**config.mk**
```make
export PLATFORM = sky130hd
export DESIGN_NAME = bus_timeout_ack
export DESIGN_NICKNAME = d
export VERILOG_FILES = /design/src/rtl/bto_pkg.sv /design/src/rtl/bto_timer.sv /design/src/rtl/bto_capture.sv /design/src/rtl/bus_timeout_ack.sv
export SDC_FILE = /design/constraint.sdc
export NUM_CORES = 1
export LEC_CHECK = 0
export BUFFER_PORTS_ARGS = -buffer_cell sky130_fd_sc_hd__buf_4
export CAP_MARGIN = 40
export CORE_MARGIN = 2
export CORE_UTILIZATION = 45
export DETAILED_ROUTE_END_ITERATION = 6
export PLACE_DENSITY = 0.75
export SYNTH_ARGS = -nofsm -noshare
export SYNTH_HDL_FRONTEND = slang
export SYNTH_SLANG_ARGS = --single-unit
```
**constraint.sdc**
```tcl
create_clock -name clk -period 2.1 [get_ports clk]
set_input_delay 0.105 -clock clk [delete_from_list [all_inputs] [get_ports clk]]
set_output_delay 0.105 -clock clk [all_outputs]
set_load 0.05 [all_outputs]
```
**src/rtl/bto_pkg.sv**
```systemverilog
package bto_pkg;

    typedef enum logic [1:0] {
        ST_IDLE = 2'd0,
        ST_WAIT = 2'd1,
        ST_DONE = 2'd2
    } bto_state_e;

endpackage

```
**src/rtl/bto_timer.sv**
```systemverilog
module bto_timer
    import bto_pkg::*;
#(
    parameter int CNT_W = 9
) (
    input  logic             clk,
    input  logic             rst_n,
    input  logic             req,
    input  logic             tgt_ack,
    input  logic [CNT_W-1:0] limit,
    output logic             expire
);

    typedef struct packed {
        bto_state_e       st;
        logic [CNT_W-1:0] cnt;
    } tmr_t;

    tmr_t tmr_d, tmr_q;

    always_comb begin
        tmr_d  = tmr_q;
        expire = 1'b0;
        case (tmr_q.st)
            ST_IDLE: begin
                if (req) begin
                    tmr_d.cnt = '0;
                    tmr_d.st  = tgt_ack ? ST_DONE : ST_WAIT;
                end
            end
            ST_WAIT: begin
                if (!req) begin
                    tmr_d.st  = ST_IDLE;
                    tmr_d.cnt = '0;
                end else if (tgt_ack) begin
                    tmr_d.st  = ST_DONE;
                    tmr_d.cnt = '0;
                end else if (tmr_q.cnt >= limit) begin
                    expire    = 1'b1;
                    tmr_d.st  = ST_DONE;
                    tmr_d.cnt = '0;
                end else begin
                    tmr_d.cnt = tmr_q.cnt + 1'b1;
                end
            end
            ST_DONE: begin
                if (!req) begin
                    tmr_d.st = ST_IDLE;
                end
            end
            default: begin
                tmr_d.st  = ST_IDLE;
                tmr_d.cnt = '0;
            end
        endcase
    end

    always_ff @(posedge clk) begin
        if (!rst_n) begin
            tmr_q.st  <= ST_IDLE;
            tmr_q.cnt <= '0;
        end else begin
            tmr_q <= tmr_d;
        end
    end

    AST_PULSE_SINGLE: assert property (@(posedge clk) disable iff (!rst_n)
        expire |=> !expire);
    AST_TARGET_WINS: assert property (@(posedge clk) disable iff (!rst_n)
        expire |-> !tgt_ack);
    AST_NO_REQ_NO_PULSE: assert property (@(posedge clk) disable iff (!rst_n)
        !req |-> !expire);
    AST_WAIT_NEEDS_REQ: assert property (@(posedge clk) disable iff (!rst_n)
        (tmr_q.st == ST_WAIT) |-> $past(req));

endmodule

```
**src/rtl/bto_capture.sv**
```systemverilog
module bto_capture #(
    parameter int WA_W = 15
) (
    input  logic            clk,
    input  logic            rst_n,
    input  logic            grab,
    input  logic [WA_W-1:0] waddr,
    output logic [WA_W-1:0] held
);

    typedef struct packed {
        logic [WA_W-1:0] wa;
    } cap_t;

    cap_t cap_d, cap_q;

    always_comb begin
        cap_d = cap_q;
        if (grab) begin
            cap_d.wa = waddr;
        end
    end

    always_ff @(posedge clk) begin
        if (!rst_n) begin
            cap_q.wa <= '0;
        end else begin
            cap_q <= cap_d;
        end
    end

    assign held = cap_q.wa;

endmodule

```
**src/rtl/bus_timeout_ack.sv**
```systemverilog
module bus_timeout_ack #(
    parameter int ADDR_W = 16,
    parameter int CNT_W  = 9
) (
    input  logic              clk,
    input  logic              rst_n,
    input  logic              bus_req,
    input  logic [ADDR_W-1:0] bus_addr,
    input  logic              tgt_ack,
    input  logic [CNT_W-1:0]  tmo_limit,
    input  logic              tmo_ack_en,
    output logic              bus_ack,
    output logic              tmo_event,
    output logic [ADDR_W-2:0] last_tmo_waddr
);

    localparam int WA_W = ADDR_W - 1;

    logic            expire;
    logic [WA_W-1:0] word_addr;
    logic            unused_byte_lsb;

    assign word_addr       = bus_addr[ADDR_W-1:1];
    assign unused_byte_lsb = bus_addr[0];

    bto_timer #(
        .CNT_W (CNT_W)
    ) u_timer (
        .clk     (clk),
        .rst_n   (rst_n),
        .req     (bus_req),
        .tgt_ack (tgt_ack),
        .limit   (tmo_limit),
        .expire  (expire)
    );

    bto_capture #(
        .WA_W (WA_W)
    ) u_capture (
        .clk   (clk),
        .rst_n (rst_n),
        .grab  (expire),
        .waddr (word_addr),
        .held  (last_tmo_waddr)
    );

    assign tmo_event = expire;
    assign bus_ack   = tgt_ack | (expire & tmo_ack_en);

    AST_ACK_ON_TIMEOUT: assert property (@(posedge clk) disable iff (!rst_n)
        (tmo_event && tmo_ack_en) |-> bus_ack);
    AST_SILENT_WHEN_OFF: assert property (@(posedge clk) disable iff (!rst_n)
        (tmo_event && !tmo_ack_en) |-> !bus_ack);
    AST_TARGET_PASSES: assert property (@(posedge clk) disable iff (!rst_n)
        tgt_ack |-> bus_ack);
    AST_ADDR_HOLDS: assert property (@(posedge clk) disable iff (!rst_n)
        !tmo_event |=> $stable(last_tmo_waddr));
    AST_IDLE_QUIET: assert property (@(posedge clk) disable iff (!rst_n)
        (!bus_req && !tgt_ack) |-> (!bus_ack && !tmo_event));

endmodule

```
==> impl_metrics.yaml, run 1 <==
run_status:
  status: "finished with violations"
  violations: "setup timing"
critical_path:
  startpoint_type: "flop"
  startpoint: "u_timer.tmr_q[0]$_SDFFE_PN0P_"
  critPathMaxFanout: 2
  reg2reg_to: "u_capture.held[1]$_SDFFE_PN0P_"
  r2r_slack_ns: 0.02
  worst_setup_path_end_kind: "output pin"
  required_ns: 2.00
  endpoint: "bus_ack"
  crit_type: "flop to output pin"
  reg2reg_from: "u_timer.tmr_q[0]$_SDFFE_PN0P_"
  r2r_cells: 10
  arrival_ns: 2.06
floorplanning:
  die_h_um: 59.8
  dieArea_um2: 3580
  dieWidth_um: 59.8
  initial_utilization_pct: 46.7
  rows: 20
  coreArea_um2: 3000
  io_pins: 47
hold_path:
  worstHoldStart: "bus_addr[3]"
  hp-class: "primary input to flop"
  min_path_cells: 3
synthesis:
  seq_area_frac_synth_pct: 37.1
  synth-seq-cells: 26
  synth_warnings: 0
  async_flop_share_pct: 0
  synth.distinct_cells: 33
  synth-edff-count: 0
  yosysTopAreaCellShare_pct: 37.1
  syn_area_um2: 1400
  synth_nets: 200
  synth_top_flop_cell: "dfxtp_1"
  netlist.top_cell.by_area: "dfxtp_1"
  syn_inst: 160
  yosys-top-cells-area: "dfxtp_1 37%, mux2i_1 11%, nand2_1 11%, ha_1 8.9%, xnor2_1 3.8%"
  avgSynthCellArea_um2: 8.76
placement:
  port_buffers: 45
  gp_congestion: 0.817
  dp_slack_ns: 0.0509
  dp_hpwl_um: 2370
  place_inst: 236
power_and_ir_drop:
  total_power_mw: 0.963
  leakage_nw: 0.882
  max-vdd-ir-drop_mv: 0.426
  powerDensity_nw_per_um2: 458
sta:
  drv_slew: 0
  relSlewSlack_pct: 73.3
  tightest_slew_ns: 0.400
  fmax_mhz: 462
  fin_ws_ns: -0.0664
  skew_ns: 0.00192
  min_period_ns: 2.17
  finalHoldViolCount: 0
  rsz0062_at_grt: "yes"
  fin_crit_sh_pct: 103
  setup_viol_count_final: 2
drt:
  dr.pass1.iters: 4
  drcViolationCount: 0
  drtAntennaViolNets: 0
  totalWireLength_um: 3690
  via_count: 1344
  via_per_inst: 5.33
  avgRoutedWirePerCell_um: 14.6
  drt_iter0_drc: 36
clocking:
  clk_pin_slew_ns: 0.14
  cts-root-buf: "clkbuf_4"
  numClockSinks: 26
  clk_latency_ns: 0.32
  htree_levels: 1
  cts_tree: "built"
  numCtsBuffers: 3
  cts_buffer_depth: 2
job:
  cap_violations: 0
grt:
  antenna_found_initial: 0
  gr-usage-all-layers_pct: 21.8
  first_global_vias: 1377
  grt_overflow_total: 0
  grt_max_degree: 44
  grt_pass1_wl_um: 6000
finish:
  fin_nets: 260
  areaGrowthSynthToFinish_pct: 49.8
  num_antenna_cells: 0
  final_cells: 252
  drive_gt1_share_pct: 42.5
power breakdown:
group	switching, mW	internal (mW)
sequential	0.00344	0.492
combinational	0.0560	0.0649
clock	0.153	0.193
worst max-delay path, stage by stage, from the launching register on:
cell and delay [ns]:
dfxtp_2 0.36, inv_2 0.05, ha_4 0.24, nand2b_4 0.10, a41oi_2 0.08, or3b_4 0.43
a21oi_4 0.17, a21o_2 0.16, buf_8 0.14
kinds of logic after synthesis:
family	after synthesis	share of synthesized area, %
flops	26	37.1
fa+ha+maj	10	8.93
compound gates	26	14.1
buf+inv	18	5.98
mux	16	11.4
xor+xnor	6	3.75
simple gates	58	18.7
synthesized netlist by cell type, types with 2 or more instances:
cell and number:
a21oi_1 9, and3_1 2, clkbuf_1 8, dfxtp_1 26, ha_1 10, inv_1 9
mux2i_1 16, nand2_1 42, nand3_1 2, nand3b_1 2, o2111ai_1 2, o211ai_1 3
o21ai_0 2, o22ai_1 3, xnor2_1 6
timing repair:
item                                    in CTS  in global routing
resized for setup                           25                 10
hold buffers                                 1                  2
pin swaps                                    8                  6
setup buffers                                9                  0
hold endpoints to repair                     1                  2
endpoints found under the setup margin       2                 28
metrics by stage:
stage / setup TNS, ns / hold WS [ns] / util, % / cell area, µm²
after floorplan: 0 / 0.183 / - / 1400
after global placement: 0 / 0.296 / 59.4 / 1780
after detailed placement: 0 / 0.301 / 59.4 / 1780
after CTS: -0.145 / 0.00971 / 67.6 / 2030
after global routing: -1.20 / 0.00591 / 69.9 / 2100
final: -0.112 / 0.0196 / 69.9 / 2100
registers in the layout, indices dropped and copies added (netlist names):
name            count
u_capture.held     15
u_timer.tmr_q      11
area by class of cell:
type                       count  area [µm²]
sequential                    26         537
clock buffer                   3        22.5
fill                         230         903
tap                           33        41.3
multi-input combinational    116         910
inverter                       9        33.8
clock inverter                 1        30.0
timing repair buffer          64         526
cell usage in the layout, fill, tap and decap left out, types with 3 or more instances in the layout:
master         instances
o211ai_1               3
mux2i_1               15
inv_1                  8
dfxtp_1               17
buf_8                  3
o22ai_1                3
a21oi_1                7
buf_6                  4
xnor2_1                6
nand2_1               42
ha_1                   4
buf_4                 54
dfxtp_2                7
clkbuf_4               3
dlygate4sd3_1          3
ha_4                   6
per-layer routing:
metal	wire length (µm)	global-route usage (%)	vias up
met1	1550	25.2	627
met3	188	4.11	8
li1	-	-	670
met5	0	0	-
met4	77	5.40	0
met2	1870	40.7	39
how the worst min path moves through the flow:
stage	endpoint	slack [ns]
floorplan	u_timer.tmr_q[9]$_SDFFE_PN0P_	0.18
global placement	u_timer.tmr_q[9]$_SDFFE_PN0P_	0.30
detailed placement	u_timer.tmr_q[9]$_SDFFE_PN0P_	0.30
CTS	u_capture.held[13]$_SDFFE_PN0P_	0.01
global route	u_capture.held[9]$_SDFFE_PN0P_	0.006
finish	u_capture.held[2]$_SDFFE_PN0P_	0.02
(Power assumes the default switching activity.)
==> run 2: changes to the inputs <==
- ABC_AREA: default -> 1
- SETUP_SLACK_MARGIN: default -> 0.5
==> run 2 against run 1 <==
Compared with the run above:
- the flow now finishes without violations
- register-to-register slack improved by 0.19 ns
- die area about the same
- count of clock-buffer cells in the layout increased by 1
- combinational power increased by 60%
- via count increased by 6.3%
- critical endpoint unchanged
- clock skew increased by 0.0073 ns
- cell count increased by 13%
- fmax increased by 9.2%
- synthesized cell count increased by 20%
- critical path type unchanged
- non-clock buffer count decreased by 3
- largest power group unchanged
==> impl_metrics.yaml, run 2 <==
run_status:
  status: "finished clean"
sta:
  tns_ns: 0
  skew_ns: 0.00918
  min_period_ns: 1.98
  finalHoldViolCount: 0
  setup_viol_count_final: 0
  fin_crit_sh_pct: 94.5
  drv_slew: 0
  fmax_mhz: 504
  rsz0062_at_grt: "yes"
  relSlewSlack_pct: 67.4
  tightest_slew_ns: 0.487
  hold-worst-slack_ns: 0.0792
clocking:
  clk_latency_ns: 0.32
  ctsHoldBuffers: 0
  cts_buffer_depth: 2
  numCtsBuffers: 3
  htree_levels: 1
  clk_pin_slew_ns: 0.15
  numClockSinks: 26
  cts-root-buf: "clkbuf_4"
  cts_tree: "built"
placement:
  dp_hpwl_um: 2170
  gp_congestion: 0.696
  port_buffers: 45
  place_area_um2: 1830
drt:
  dr.pass1.iters: 4
  drtAntennaViolNets: 0
  via_count: 1428
  avgRoutedWirePerCell_um: 11.9
  drt_iter0_drc: 39
  drcViolationCount: 0
  via_per_inst: 5.01
  totalWireLength_um: 3400
critical_path:
  arrival_ns: 1.88
  slowest_stage: "dfxtp_4"
  crit_type: "flop to output pin"
  required_ns: 2.00
  cp_common_cell: "nand2_8"
  max_stage_delay_ns: 0.38
  critPathMaxFanout: 4
  worst_setup_path_end_kind: "output pin"
  cp_cell_sequence: "ha_4, nand2_2, nor2_1, nand2_1, nand3_2, nand2_4, a21boi_4, nand2_8, nand2_8, buf_8"
  startpoint_type: "flop"
floorplanning:
  io_pins: 47
  initial_utilization_pct: 46.6
  die_h_um: 59.8
  rows: 20
  dieArea_um2: 3570
  dieWidth_um: 59.8
  coreArea_um2: 3000
synthesis:
  synth_warnings: 0
  synth-edff-count: 0
  synth_top_flop_cell: "dfxtp_1"
  synth.distinct_cells: 26
  netlist.top_cell.by_area: "dfxtp_1"
  synth_top_cells_by_count: "46 x nor2_1, 37 x nand2_1, 26 x dfxtp_1, 21 x inv_1, 15 x nand3b_1"
  avgSynthCellArea_um2: 7.29
  seq_area_frac_synth_pct: 37.2
  synth_nets: 232
  post-synth-top-count-cell: "nor2_1"
  synth-seq-cells: 26
  yosys-top-cells-area: "dfxtp_1 37%, nor2_1 12%, nand2_1 9.9%, ha_1 8.9%, nand3b_1 8.0%"
  syn_area_um2: 1400
  syn_inst: 192
  yosysTopAreaCellShare_pct: 37.2
  async_flop_share_pct: 0
finish:
  largest_reg_flops: 15
  layout_common_cells: "58 x buf_4, 40 x nor2_1, 30 x nand2_1"
  fin_nets: 293
  areaGrowthSynthToFinish_pct: 54.6
  design_area_um2: 2160
  num_antenna_cells: 0
  drive_gt1_share_pct: 41.7
  layout_commonest_cell: "buf_4"
  fin_util_pct: 72.1
grt:
  first_global_vias: 1254
  grt_max_degree: 20
  antenna_found_initial: 0
  gr-usage-all-layers_pct: 18.2
  grt_overflow_total: 0
  grt_pass1_wl_um: 5060
hold_path:
  hp-class: "primary input to flop"
power_and_ir_drop:
  leakage_nw: 1.01
  powerDensity_nw_per_um2: 441
  total_power_mw: 0.954
  max-vdd-ir-drop_mv: 0.312
job:
  cap_violations: 0
==> run 2: cell count changes in the layout (fill, tap and decap cells not counted), moves of 12 or more <==
cell	change
nand3b_1	+13
nor2_1	+39
nand2_1	-12
inv_1	+12
mux2i_1	-14
==> run 2: layout make-up <==
class | instances | area [µm²]
timing repair buffer | 61 | 473
fill | 248 | 838
tap | 33 | 41.3
clock buffer | 4 | 36.3
multi-input combinational | 139 | 996
inverter | 22 | 82.6
sequential | 26 | 536
==> run 2: worst paths after layout <==
path,cells past startpoint,endpoint,startpoint,slack [ns]
worst max-delay path,10,bus_ack,u_timer.tmr_q[2]$_SDFFE_PN0P_,0.12
worst max register to register,12,u_capture.held[6]$_SDFFE_PN0P_,u_timer.tmr_q[2]$_SDFFE_PN0P_,0.21
worst min-delay path,4,u_capture.held[0]$_SDFFE_PN0P_,bus_addr[1],0.08
worst min register to register,2,u_capture.held[13]$_SDFFE_PN0P_,u_capture.held[13]$_SDFFE_PN0P_,0.50
==> run 2: logic make-up after synthesis <==
kind of cell	Yosys count	share of synthesized area (%)
compound gates	13	6.35
xor+xnor	5	3.13
fa+ha+maj	10	8.94
buf+inv	27	7.86
flops	26	37.2
mux	1	0.715
simple gates	110	35.8
==> run 2: repair_timing <==
action	CTS	global route
gates cloned	0	0
buffers inserted	8	6
setup endpoints to repair	27	28
pin swaps	9	10
resized for setup	11	32
==> run 2: power by group <==
group          switching [mW]  internal [mW]
clock network           0.149          0.106
registers             0.00701          0.499
logic                   0.102         0.0913
==> run 2: per-stage QoR <==
step	worst slack, ns	std cells
after floorplan	0.458	192
after global placement	0.317	267
after detailed placement	0.292	267
after CTS	0.144	279
after global routing	0.0468	285
final	0.116	285
==> run 2: worst max-delay path, delay by kind of cell (launching register included) <==
family,cells,cell delay [ns]
AO/OA/AOI/OAI,1,0.28
adder cells (fa/ha/maj),1,0.27
buffers and inverters,1,0.14
flip-flops,1,0.38
AND/OR/NAND/NOR,7,0.50
==> run 2: metal layers <==
metal	global-route usage [%]	part of all wire [%]
met3	3.68	5.0
met1	21.7	43
met5	0	0
met2	32.3	51
met4	5.71	1.4
==> run 3: changes to the inputs <==
- CORE_MARGIN: 2 -> default
- CTS_CLUSTER_SIZE: default -> 25
==> run 3 against run 2 <==
Compared with the run above:
- the flow now finishes with violations (DRC)
- first-iteration DRC count is 59% higher
- clock power barely moved
- combinational power is 11% lower
- flip-flop and latch count unchanged
- fmax grew 1.9%
- cell count is 1.4% lower
==> impl_metrics.yaml, run 3 (synthesized netlist as in run 2, its figures left out) <==
clocking:
  cts-root-buf: "clkbuf_4"
  clk_pin_slew_ns: 0.15
  htree_levels: 1
  numCtsBuffers: 3
  numClockSinks: 26
  cts_buffer_depth: 2
  clk_latency_ns: 0.32
  cts_tree: "built"
  ctsHoldBuffers: 0
finish:
  num_antenna_cells: 0
  design_area_um2: 2080
  layout_commonest_cell: "buf_4"
  areaGrowthSynthToFinish_pct: 48.9
  fin_nets: 291
  fin_util_pct: 73.1
  final_cells: 281
  largest_reg_flops: 15
  layout_common_cells: "55 x buf_4, 38 x nor2_1, 30 x nand2_1"
  drive_gt1_share_pct: 39.2
grt:
  grt_use_met1_pct: 24.0
  busiest_layer: "met2"
  grt_overflow_total: 0
  grt_pass1_wl_um: 5220
  grt_max_degree: 20
  met2_usage_pct: 34.9
  grt_use_met3_pct: 4.02
  first_global_vias: 1236
  antenna_found_initial: 0
  gr-usage-all-layers_pct: 19.8
drt:
  avgRoutedWirePerCell_um: 11.7
  dr.pass1.iters: 7
  drt_iter0_drc: 62
  drtAntennaViolNets: 0
  drcViolationCount: 2
  via_per_inst: 5.10
  totalWireLength_um: 3280
  via_count: 1433
critical_path:
  slowest_stage: "dfxtp_4"
  worst_setup_path_end_kind: "output pin"
  startpoint_type: "flop"
  critPathMaxFanout: 4
  required_ns: 2.00
  crit_type: "flop to output pin"
  max_stage_delay_ns: 0.38
  critical_path.top_delay_family: "simple AND/OR/NAND/NOR gates"
  cp_cell_sequence: "ha_4, nand2_1, nor2_1, nand2_1, nand3_2, nand2_4, a21boi_4, nand2_8, nand2_8, buf_8"
  critPathBufInv: 1
  arrival_ns: 1.84
placement:
  dp_hpwl_um: 2130
  place_area_um2: 1830
  gp_congestion: 0.763
  dp_slack_ns: 0.289
  port_buffers: 45
  place_inst: 265
sta:
  setup_viol_count_final: 0
  tns_ns: 0
  finalHoldViolCount: 0
  tightest_slew_ns: 0.346
  rsz0062_at_grt: "yes"
  hold-worst-slack_ns: 0.0750
  drv_slew: 0
  min_period_ns: 1.95
  fin_ws_ns: 0.153
  fin_crit_sh_pct: 92.7
  relSlewSlack_pct: 76.9
  fmax_mhz: 514
  skew_ns: 0.0115
floorplanning:
  die_h_um: 57.8
  coreArea_um2: 2850
  dieWidth_um: 57.8
  initial_utilization_pct: 49.1
  dieArea_um2: 3340
  io_pins: 47
  rows: 19
power_and_ir_drop:
  leakage_nw: 0.995
  max-vdd-ir-drop_mv: 0.351
  total_power_mw: 0.934
  powerDensity_nw_per_um2: 448
run_status:
  violations: "DRC"
  status: "finished with violations"
job:
  cap_violations: 0
hold_path:
  hp-class: "primary input to flop"
[run 3: path summary, 6_finish.rpt]
| check | to | start | slack (ns) | depth (start not counted) |
|---|---|---|---|---|
| setup reg to reg | u_capture.held[10]$_SDFFE_PN0P_ | u_timer.tmr_q[2]$_SDFFE_PN0P_ | 0.20 | 14 |
| hold reg to reg | u_capture.held[5]$_SDFFE_PN0P_ | u_capture.held[5]$_SDFFE_PN0P_ | 0.49 | 2 |
| setup / recovery | bus_ack | u_timer.tmr_q[2]$_SDFFE_PN0P_ | 0.15 | 10 |
| hold / removal | u_capture.held[13]$_SDFFE_PN0P_ | bus_addr[14] | 0.08 | 4 |
[run 3: metal layers]
metal	vias up	wire length, µm
li1	728	-
met1	655	1350
met2	42	1660
met3	8	193
met4	0	74
met5	-	0
[run 3: timing repair]
action | in CTS | in global routing
pin swaps | 9 | 6
setup endpoints to repair | 25 | 27
endpoints found under the hold margin | 0 | 0
buffers inserted | 12 | 0
cloned | 0 | 0
resized for setup | 21 | 14
[run 3: report_power, final]
part / switching, mW / internal (mW)
registers: 0.00747 / 0.500
logic: 0.0888 / 0.0833
clock network: 0.148 / 0.106
[run 3: layout make-up]
class | instances | area [µm²]
flip-flops and latches | 26 | 532
clock buffers | 4 | 36.3
fillers | 243 | 768
repair buffers | 59 | 462
inverters | 22 | 82.6
well taps | 31 | 38.8
multi-input cells | 139 | 933
[run 3: worst register-to-register path, cell delays in order, from the launching register on]
cell,delay (ns)
dfxtp_4,0.38
ha_4,0.26
nand2_1,0.04
nor2_1,0.09
nand2_1,0.07
nand3_2,0.09
nand2_4,0.06
a21boi_4,0.26
buf_4,0.16
buf_6,0.08
buf_6,0.08
buf_6,0.08
buf_4,0.09
nor2_2,0.03
nor2_1,0.08
